**config.mk**
```make
export PLATFORM = sky130hd
export DESIGN_NAME = geo_probe
export DESIGN_NICKNAME = d
export VERILOG_FILES = /design/src/rtl/geo_pkg.sv /design/src/rtl/geo_addr_gen.sv /design/src/rtl/geo_window_cmp.sv /design/src/rtl/geo_sweep_ctrl.sv /design/src/rtl/geo_probe.sv
export SDC_FILE = /design/constraint.sdc
export NUM_CORES = 1
export LEC_CHECK = 0
export BUFFER_PORTS_ARGS = -buffer_cell sky130_fd_sc_hd__buf_2
export CAP_MARGIN = 10
export CORE_MARGIN = 1
export CORE_UTILIZATION = 57
export CTS_BUF_LIST = sky130_fd_sc_hd__clkbuf_8
export DETAILED_ROUTE_END_ITERATION = 8
export GPL_TIMING_DRIVEN = 0
export PLACE_DENSITY_LB_ADDON = 0.3
export SETUP_SLACK_MARGIN = 0.5
export SLEW_MARGIN = 20
export SYNTH_ARGS = -nofsm -noshare
export SYNTH_HDL_FRONTEND = slang
export SYNTH_SLANG_ARGS = --single-unit
```
**constraint.sdc**
```tcl
create_clock -name clk_i -period 6.4 [get_ports clk_i]
set_input_delay 0.64 -clock clk_i [delete_from_list [all_inputs] [get_ports clk_i]]
set_output_delay 0.64 -clock clk_i [all_outputs]
set_load 0.03 [all_outputs]
```
**src/rtl/geo_pkg.sv**
```systemverilog
package geo_pkg;

  localparam int unsigned COL_FIRST = 7;
  localparam int unsigned COL_LAST  = 19;
  localparam int unsigned ROW_FIRST = 11;
  localparam int unsigned ROW_LAST  = 15;
  localparam int unsigned BANK_STEP = 2;

  typedef enum logic [2:0] {
    PH_IDLE, PH_COL, PH_ROW, PH_BANK, PH_DONE
  } phase_e;

  typedef enum logic [2:0] {
    WS_IDLE, WS_REQ_BASE, WS_WAIT_BASE, WS_REQ_OFF, WS_WAIT_OFF
  } wstate_e;

  // bytes-per-beat exponent: 2 for a 32-bit bus, 1 for a 16-bit bus
  function automatic logic [4:0] bus_factor(input logic wide);
    return wide ? 5'd2 : 5'd1;
  endfunction

  function automatic logic [31:0] page_bytes(input logic [4:0] cols, input logic wide);
    return (32'd1 << cols) * ({27'd0, bus_factor(wide)} * 32'd2);
  endfunction

  function automatic logic [6:0] size_log(input logic [1:0] rank, input logic [4:0] rows,
                                          input logic bank, input logic [4:0] cols,
                                          input logic [1:0] chan, input logic wide);
    return 7'(rank) + 7'(rows) + 7'(bank) + 7'(cols) + 7'(chan) + 7'(bus_factor(wide));
  endfunction

endpackage

```
**src/rtl/geo_addr_gen.sv**
```systemverilog
module geo_addr_gen #(
  parameter int ADDR_W = 40,
  parameter int IDX_W  = 6,
  parameter logic [ADDR_W-1:0] BASE = '0
) (
  input  logic              sel_off_i,
  input  logic [5:0]        exp_i,
  input  logic [IDX_W-1:0]  idx_i,
  output logic [ADDR_W-1:0] addr_o
);
  logic [ADDR_W-1:0] offset;
  logic [ADDR_W-1:0] word_off;

  always_comb begin
    offset   = sel_off_i ? (ADDR_W'(1) << exp_i) : '0;
    word_off = ADDR_W'({idx_i, 2'b00});
    addr_o   = BASE + offset + word_off;
  end
endmodule

```
**src/rtl/geo_window_cmp.sv**
```systemverilog
module geo_window_cmp
  import geo_pkg::*;
#(
  parameter int WORDS  = 64,
  parameter int DATA_W = 32,
  parameter int IDX_W  = 6
) (
  input  logic              clk_i,
  input  logic              rst_ni,
  input  logic              kick_i,
  input  logic              rvalid_i,
  input  logic [DATA_W-1:0] rdata_i,
  output logic              req_o,
  output logic              sel_off_o,
  output logic [IDX_W-1:0]  idx_o,
  output logic              cand_done_o,
  output logic              cand_alias_o
);
  wstate_e           st_q;
  logic [IDX_W-1:0]  idx_q;
  logic [DATA_W-1:0] hold_q;
  logic              same;
  logic              last;

  assign same = (rdata_i == hold_q);
  assign last = (idx_q == IDX_W'(WORDS - 1));

  always_ff @(posedge clk_i or negedge rst_ni) begin
    if (!rst_ni) begin
      st_q   <= WS_IDLE;
      idx_q  <= '0;
      hold_q <= '0;
    end else begin
      case (st_q)
        WS_IDLE: if (kick_i) begin
          st_q  <= WS_REQ_BASE;
          idx_q <= '0;
        end
        WS_REQ_BASE: st_q <= WS_WAIT_BASE;
        WS_WAIT_BASE: if (rvalid_i) begin
          hold_q <= rdata_i;
          st_q   <= WS_REQ_OFF;
        end
        WS_REQ_OFF: st_q <= WS_WAIT_OFF;
        WS_WAIT_OFF: if (rvalid_i) begin
          if (!same || last) begin
            st_q <= WS_IDLE;
          end else begin
            idx_q <= idx_q + 1'b1;
            st_q  <= WS_REQ_BASE;
          end
        end
        default: st_q <= WS_IDLE;
      endcase
    end
  end

  assign req_o        = (st_q == WS_REQ_BASE) || (st_q == WS_REQ_OFF);
  assign sel_off_o    = (st_q == WS_REQ_OFF) || (st_q == WS_WAIT_OFF);
  assign idx_o        = idx_q;
  assign cand_done_o  = (st_q == WS_WAIT_OFF) && rvalid_i && (!same || last);
  assign cand_alias_o = same;
endmodule

```
**src/rtl/geo_sweep_ctrl.sv**
```systemverilog
module geo_sweep_ctrl
  import geo_pkg::*;
(
  input  logic        clk_i,
  input  logic        rst_ni,
  input  logic        start_i,
  input  logic        bus32_i,
  input  logic [1:0]  rank_i,
  input  logic [1:0]  chan_i,
  input  logic        cand_done_i,
  input  logic        cand_alias_i,
  output logic        kick_o,
  output logic [5:0]  exp_o,
  output logic        done_o,
  output logic [4:0]  col_bits_o,
  output logic [4:0]  row_bits_o,
  output logic        bank_code_o,
  output logic [31:0] page_bytes_o,
  output logic [63:0] size_bytes_o
);
  phase_e      phase_q;
  logic [4:0]  trial_q, cols_q, rows_q;
  logic        wide_q, bank_q, kick_q;
  logic [1:0]  rank_q, chan_q;
  logic [31:0] page_q;
  logic [63:0] size_q;
  logic [4:0]  busf;
  logic        accept, col_stop, row_stop;
  logic [4:0]  col_found, row_found;

  assign busf      = bus_factor(wide_q);
  assign accept    = start_i && (phase_q == PH_IDLE || phase_q == PH_DONE);
  assign col_stop  = cand_alias_i || (trial_q == 5'(COL_LAST));
  assign row_stop  = cand_alias_i || (trial_q == 5'(ROW_LAST));
  assign col_found = cand_alias_i ? trial_q : 5'(COL_LAST + 1);
  assign row_found = cand_alias_i ? trial_q : 5'(ROW_LAST + 1);

  always_comb begin
    case (phase_q)
      PH_COL:  exp_o = 6'(trial_q);
      PH_ROW:  exp_o = 6'(trial_q) + 6'(cols_q) + 6'(busf);
      PH_BANK: exp_o = 6'(rows_q) + 6'(cols_q) + 6'(busf) + 6'(BANK_STEP);
      default: exp_o = '0;
    endcase
  end

  always_ff @(posedge clk_i or negedge rst_ni) begin
    if (!rst_ni) begin
      phase_q <= PH_IDLE;
      trial_q <= '0;
      cols_q  <= '0;
      rows_q  <= '0;
      wide_q  <= 1'b0;
      bank_q  <= 1'b0;
      kick_q  <= 1'b0;
      rank_q  <= '0;
      chan_q  <= '0;
      page_q  <= '0;
      size_q  <= '0;
    end else begin
      kick_q <= 1'b0;
      if (accept) begin
        phase_q <= PH_COL;
        trial_q <= 5'(COL_FIRST);
        wide_q  <= bus32_i;
        rank_q  <= rank_i;
        chan_q  <= chan_i;
        kick_q  <= 1'b1;
      end else if (cand_done_i) begin
        case (phase_q)
          PH_COL: begin
            kick_q <= 1'b1;
            if (col_stop) begin
              cols_q  <= col_found - busf;
              phase_q <= PH_ROW;
              trial_q <= 5'(ROW_FIRST);
            end else begin
              trial_q <= trial_q + 5'd1;
            end
          end
          PH_ROW: begin
            kick_q <= 1'b1;
            if (row_stop) begin
              rows_q  <= row_found;
              phase_q <= PH_BANK;
            end else begin
              trial_q <= trial_q + 5'd1;
            end
          end
          PH_BANK: begin
            bank_q  <= !cand_alias_i;
            page_q  <= page_bytes(cols_q, wide_q);
            size_q  <= 64'd1 << size_log(rank_q, rows_q, !cand_alias_i, cols_q, chan_q, wide_q);
            phase_q <= PH_DONE;
          end
          default: phase_q <= phase_q;
        endcase
      end
    end
  end

  assign kick_o       = kick_q;
  assign done_o       = (phase_q == PH_DONE);
  assign col_bits_o   = cols_q;
  assign row_bits_o   = rows_q;
  assign bank_code_o  = bank_q;
  assign page_bytes_o = page_q;
  assign size_bytes_o = size_q;
endmodule

```
**src/rtl/geo_probe.sv**
```systemverilog
module geo_probe #(
  parameter int ADDR_W = 40,
  parameter int WORDS  = 64,
  parameter logic [ADDR_W-1:0] BASE = '0
) (
  input  logic              clk_i,
  input  logic              rst_ni,
  input  logic              start_i,
  input  logic              bus32_i,
  input  logic [1:0]        rank_i,
  input  logic [1:0]        chan_i,
  output logic              mem_req_o,
  output logic [ADDR_W-1:0] mem_addr_o,
  input  logic              mem_rvalid_i,
  input  logic [31:0]       mem_rdata_i,
  output logic              done_o,
  output logic [4:0]        col_bits_o,
  output logic [4:0]        row_bits_o,
  output logic              bank_code_o,
  output logic [31:0]       page_bytes_o,
  output logic [63:0]       size_bytes_o
);
  localparam int IDX_W  = $clog2(WORDS);
  localparam int DATA_W = 32;

  // internal events, named for the bound checker
  logic             kick;
  logic [5:0]       cand_exp;
  logic             cand_done;
  logic             cand_alias;
  logic             sel_off;
  logic [IDX_W-1:0] word_idx;

  geo_sweep_ctrl u_ctrl (
    .clk_i        (clk_i),
    .rst_ni       (rst_ni),
    .start_i      (start_i),
    .bus32_i      (bus32_i),
    .rank_i       (rank_i),
    .chan_i       (chan_i),
    .cand_done_i  (cand_done),
    .cand_alias_i (cand_alias),
    .kick_o       (kick),
    .exp_o        (cand_exp),
    .done_o       (done_o),
    .col_bits_o   (col_bits_o),
    .row_bits_o   (row_bits_o),
    .bank_code_o  (bank_code_o),
    .page_bytes_o (page_bytes_o),
    .size_bytes_o (size_bytes_o)
  );

  geo_window_cmp #(.WORDS(WORDS), .DATA_W(DATA_W), .IDX_W(IDX_W)) u_cmp (
    .clk_i        (clk_i),
    .rst_ni       (rst_ni),
    .kick_i       (kick),
    .rvalid_i     (mem_rvalid_i),
    .rdata_i      (mem_rdata_i),
    .req_o        (mem_req_o),
    .sel_off_o    (sel_off),
    .idx_o        (word_idx),
    .cand_done_o  (cand_done),
    .cand_alias_o (cand_alias)
  );

  geo_addr_gen #(.ADDR_W(ADDR_W), .IDX_W(IDX_W), .BASE(BASE)) u_addr (
    .sel_off_i (sel_off),
    .exp_i     (cand_exp),
    .idx_i     (word_idx),
    .addr_o    (mem_addr_o)
  );
endmodule

```
Word-level counts from Yosys, hierarchy flattened:

Index checks and enable logic that the tools add are counted.

* add/subtract/negate cells: 14
* $mul: 1
* equal/unequal tests: 19
* shift operators: 3
* muxes and demuxes: 27
* bitwise gates (word level): 1
* reductions and logical operators: 25

Operators with widths (count)
* 1-bit by 7-bit left shift with 64-bit output (first input constant): 1
* 40-bit by 8-bit adder with 40-bit output: 1
* 40-bit 2-to-1 mux: 1
* 1-bit by 6-bit left shift with 40-bit output (first input constant): 1
* 32-bit equality test: 1
* 32-bit by 5-bit multiplier with 31-bit output: 1
* 1-bit by 5-bit left shift with 32-bit output (first input constant): 1
* 5-bit 2-to-1 mux: 6
* 3-bit 2-to-1 mux: 7
* 6-bit 2-to-1 mux: 3
* 6-bit case mux with 3 select lines: 1
* 4-bit AND reduction: 4
* 3-bit case mux with 5 select lines: 1
* 7-bit by 5-bit adder with 7-bit output: 2
* 5-bit by 5-bit adder with 6-bit output: 2
* 6-bit by 2-bit adder with 6-bit output: 2
* 3-bit by 2-bit equality test with 1-bit output (second input constant): 4
* 6-bit case mux with 2 select lines: 1
* 5-bit case mux with 2 select lines: 1
* 3-bit case mux with 3 select lines: 1
* 3-bit AND reduction: 3
* 2-bit inequality test (second input constant): 4
* 7-bit by 1-bit adder with 7-bit output: 1
* 7-bit by 2-bit adder with 7-bit output: 1
* 24 further kinds: 39

* register bits after elaboration: 161
* word-level logic and storage cells: 104

Longest topological paths before layout:

* word-level depth: 7
* depth in mapped cells: 23

Hierarchy:

A second synthesis with hierarchy kept.

* cell total of the unflattened synthesis: 924
* area total of the unflattened synthesis: 8774.7 µm²

Modules (own cells, without submodules)
* geo_sweep_ctrl: instances 1, cells an instance 647, area an instance 6108.4 µm²
* geo_window_cmp: instances 1, cells an instance 177, area an instance 2087.0 µm²
* geo_addr_gen: instances 1, cells an instance 100, area an instance 579.3 µm²

Least setup slack after synthesis:

Ideal clock, no wire load.

* path kind: reg2out
* start point: register u_ctrl.cols_q[0], in the netlist u_ctrl.col_bits_o[0]
* end point: output port mem_addr_o[8]
* data arrival time: 5227 ps
* required time: 5760 ps
* slack: 533 ps
* cell stages (with the launch flop): 21
* path buffers: 0
* path through: dfrtp_1 -> inv_1 -> fa_1 -> inv_1 -> ha_1 -> or2_2 -> fa_1 -> a21o_1 -> a21oi_1 -> xor2_1 -> a2bb2oi_1 -> a21oi_1 -> nand3b_1 -> or2_2 -> fa_1 -> inv_1 -> a21oi_1 -> o21bai_1 -> a21o_1 -> a21oi_1 -> xnor2_1

* word-level cells in the longest chain between the ends: 7
* elaborated cells on any way between the ends: 9
* those cells by class: 6 x add/sub; 1 x shift; 2 x mux

RTL lines
* start: declaration: RTL line geo_sweep_ctrl.sv:22 `logic [4:0] trial_q, cols_q, rows_q;`
* start signal: assignment: RTL line geo_sweep_ctrl.sv:74 `cols_q <= col_found - busf;`
* 5-bit by 5-bit adder with 6-bit output: RTL line geo_sweep_ctrl.sv:42 `PH_BANK: exp_o = 6'(rows_q) + 6'(cols_q) + 6'(busf) + 6'(BANK_STEP);`
* 6-bit by 2-bit adder with 6-bit output (2 in a row): RTL line geo_sweep_ctrl.sv:42
* 6-bit case mux with 3 select lines (*): RTL line geo_sweep_ctrl.sv:39 `case (phase_q)`
* 1-bit by 6-bit left shift with 40-bit output (*): RTL line geo_addr_gen.sv:15 `offset = sel_off_i ? (ADDR_W'(1) << exp_i) : '0;`
* 40-bit 2-to-1 mux (*): RTL line geo_addr_gen.sv:15
* 40-bit by 8-bit adder with 40-bit output (*): RTL line geo_addr_gen.sv:17 `addr_o = BASE + offset + word_off;`
* end: declaration: RTL line geo_probe.sv:13 `output logic [ADDR_W-1:0] mem_addr_o,`

Mark *: on every way between the ends. The rest lies on a longest branch, timed or not.

Worst setup path in the final report:

* start point: register u_ctrl.rows_q[0], in the netlist u_ctrl.row_bits_o[0]
* end point: output port mem_addr_o[8]

* word-level cells in the longest chain between the ends: 7

RTL lines
* start: declaration: RTL line geo_sweep_ctrl.sv:22
* start signal: assignment: RTL line geo_sweep_ctrl.sv:84 `rows_q <= row_found;`
* 5-bit by 5-bit adder with 6-bit output: RTL line geo_sweep_ctrl.sv:42
* 6-bit by 2-bit adder with 6-bit output (2 in a row): RTL line geo_sweep_ctrl.sv:42
* 6-bit case mux with 3 select lines: RTL line geo_sweep_ctrl.sv:39
* 1-bit by 6-bit left shift with 40-bit output: RTL line geo_addr_gen.sv:15
* 40-bit 2-to-1 mux: RTL line geo_addr_gen.sv:15
* 40-bit by 8-bit adder with 40-bit output: RTL line geo_addr_gen.sv:17

No other way between the ends.

==> results.md <==
* DIE AREA at 15950 um^2
* CTS clk-pin slew, worst paths at approximately 80 ps
* Initial core utilization at 0.5815
* Total power at around 4.5 mW
* Status: completed
* Top cell type's share of synthesized area at 0.4575
* Startpoint types: register
* Wirelength, routed at 21490 um
* Total GRT Usage at 0.2788
* CTS tree: done
* Worst VDD drop at roughly 0.34 mV
* Hold Slack at 121.5 ps
* Initial antenna violation count at 1
* Top-count cell post-synth: dfrtp_1
* Final instance area at between 10000 and 15000 um^2
* Drt first pass iters at 5
* CTS sink count at 161
* Fill count at about 1200
* Maximum clock path buffer count at 2
* Synth top area cells: dfrtp_1 (46%), ha_1 (6.3%), nand2_1 (6.1%), mux2_2 (5.0%), o31ai_1 (4.5%)
* RSZ-0062 raised after global routing: true
* Final Hold Vio Count at 0
* Number of flops mapped to enable cells by yosys at 0
* Grt total ovfl at 0
* Slew Limit Headroom at 0.4415
* N_diodes at 0
* Combinational power share at 0.538
* Via density per instance at between 5 and 6
* Post-Place Cells at between 1000 and 1500
* Area of the multi-input gates at approximately 4500 um^2
* Mapped Cells at 880
* Final WS setup at around 600 ps
* Vias at approximately 7300
* NetSw at between 2 and 2.5 mW
* Most frequent cells after synthesis: dfrtp_1 (161), nand2_1 (144), nor2_1 (59)
* Root buffer cell: clkbuf_8
* Power Density at around 420 nW/um^2
* Top FF cell, synth: dfrtp_1
* Port buffer count at approximately 190
* Yosys cell types at between 60 and 70
* Sum Neg Setup Slack at 0 ps
* Clk_skew at ~19 ps
* Global-route wire length before repair at around 35000 um
* Clk_lat worst skew at roughly 450 ps
* Post-DP HPWL at between 15000 and 20000 um
* Clk pwr share at 0.159
* Core area at around 15000 um^2
* Place WS at 257.5 ps
* Mapped Area at about 8800 um^2
* Yosys reg bits at about 160
* Endpoints failing setup at 0
* Die span in y at between 100 and 150 um
* Max H-tree Level at 4
* Area grow syn2layout at 20.00%
* Fraction of registers with async set/reset at 1.000
* I/O Pins at 190
* Row count at between 40 and 50
* Placer Congestion at slightly below 0.9
* Synth area leader: dfrtp_1
* Max-slew violation count at 0
* Vias in the first global route at ~7000
* Util after Layout at 0.6978
* Max Freq at approximately 170 MHz
* Antenna viol nets, final at 0
* Crit. End Element: output port
* Max-cap viol count at 0
* CP required at approximately 5800 ps
* Final net count at 1198
* Wire per inst at approximately 17 um
* Initial DRC Count at approximately 480
* Arr. time, crit path at a little over 5000 ps
* Worst slew pin tran at approximately 840 ps
* Hold_buf cts at 0
* Mapped Avg Cell Area at about 10 um^2
* Register share of total power at 0.303
* CTS Buf Count at 17
* Crit path max fanout at 4
* Pin count of the biggest net entering global routing at just over 90
* Final min period at slightly below 6000 ps
* Period utilisation layout at 0.9088
* Placed Area at 10020 um^2
* HP Class: in -> async
* DIE WIDTH at ~130 um
* Seq/Total Area, Yosys at 0.4575
* Switching Fraction at 0.4636
* Share of cells above drive strength 1 at 0.2943
* P_leak at around 5.2 nW
* Yosys warnings at 0
* DRC viols at 0
* Internal at 2.395 mW
* Critical path class: reg -> out
* Syn_nets at just under 1000
* Post-Layout Cell Count at around 1300
* Reg area at just over 4000 um^2
## cells in the final DEF, fill, tap and decap left out, drive strengths merged, types with 3 or more instances in the layout
cell / netlist / routed
o31ai: 53 / 53
nor4: 11 / 11
buf: 19 / 221
and2: 5 / 5
and3: 12 / 12
ha: 44 / 44
o21ai: 50 / 50
clkinvlp: 0 / 6
o21bai: 3 / 3
o22ai: 5 / 5
xnor2: 17 / 17
nand2: 146 / 146
a21o: 10 / 10
nand3: 21 / 21
nor3: 10 / 10
nand4: 3 / 3
inv: 39 / 40
o22a: 5 / 5
a22oi: 4 / 4
nor2b: 15 / 15
o21a: 4 / 4
mux2i: 6 / 6
or2: 4 / 4
dfrtp: 161 / 161
nor2: 60 / 60
clkbuf: 20 / 39
mux2: 40 / 40
o41ai: 6 / 6
fa: 13 / 13
a21oi: 16 / 16
xor2: 41 / 41
nor3b: 3 / 3
a22o: 5 / 5
## per-layer routing
metal / track usage / part of all wire / vias to the layer above
met1: 0.3425 / 0.42 / 3535
met2: 0.4764 / 0.50 / 224
met4: 0.1049 / 0.029 / 2
met3: 0.06917 / 0.051 / 47
met5: 0 / 0.00060 / -
li1: - / - / 3509
## flip-flops by register name, summed over array words and instances (netlist names)
name and flops:
u_cmp.hold_q 32, u_cmp.idx_o 6, u_cmp.st_q 3, u_ctrl.bank_code_o 1, u_ctrl.chan_q 2, u_ctrl.col_bits_o 5
u_ctrl.kick_o 1, u_ctrl.page_bytes_o 31, u_ctrl.phase_q 3, u_ctrl.rank_q 2, u_ctrl.row_bits_o 5, u_ctrl.size_bytes_o 64
u_ctrl.trial_q 5, u_ctrl.wide_q 1
## final timing paths
path,startpoint,endpoint,slack [ps],cells after the start
worst max register to register,u_cmp.hold_q[22],u_ctrl.size_bytes_o[55],1870,15
max in group asynchronous,rst_ni,u_ctrl.wide_q,5410,2
worst min-delay path,rst_ni,u_ctrl.size_bytes_o[11],120,1
worst max-delay path,u_ctrl.row_bits_o[0],mem_addr_o[8],580,23
min in group clk_i,chan_i[0],u_ctrl.chan_q[0],410,3
worst min register to register,u_ctrl.page_bytes_o[10],u_ctrl.page_bytes_o[10],480,2
## cell families after synthesis
family          count (synthesis)  share of synthesized area
other cells                     1                  0.0004258
fa+ha+maj                      57                    0.09206
simple gates                  297                     0.1544
xor+xnor                       58                    0.05768
flops                         161                     0.4575
compound gates                182                     0.1429
buf+inv                        78                    0.03708
mux                            46                    0.05796
## layout make-up
cell class	instances	area share
plain buffers	39	0.01717
clock buffers	20	0.02604
clock inverters	10	0.009708
inverters	39	0.01421
multi-input cells	641	0.4275
flip-flops and latches	161	0.3816
well taps	188	0.02226
repair buffers	201	0.1016
## power groups by stage
stage / clock (mW) / sequential [mW] / combinational, mW
final: 0.710 / 1.35 / 2.40
after global routing: 0.770 / 1.38 / 2.66
after CTS: 0.723 / 1.35 / 2.34
after detailed placement: 0 / 1.37 / 2.28
after global placement: 0 / 1.36 / 2.21
after floorplan: 0 / 1.37 / 1.68
## worst max-delay path: stages (launching register included)
cell and delay (ps):
dfrtp_1 410, inv_2 70, fa_1 560, inv_1 50, ha_2 170, or2_4 250, fa_2 390, a21o_1 200
a21oi_2 140, xor2_1 210, a2bb2oi_2 230, a21oi_4 90, nand3b_1 270, nor2_1 190, ha_2 210, inv_2 40
fa_2 370, inv_2 60, a21oi_2 50, o21bai_2 140, a21o_1 150, a21oi_2 60, xnor2_1 200, buf_4 200
## repair_timing
item,CTS,global route
setup buffers,6,6
pin swaps,4,15
endpoints found under the setup margin,7,4
gates resized for setup,9,20
Power figures use the tool's default switching activity.
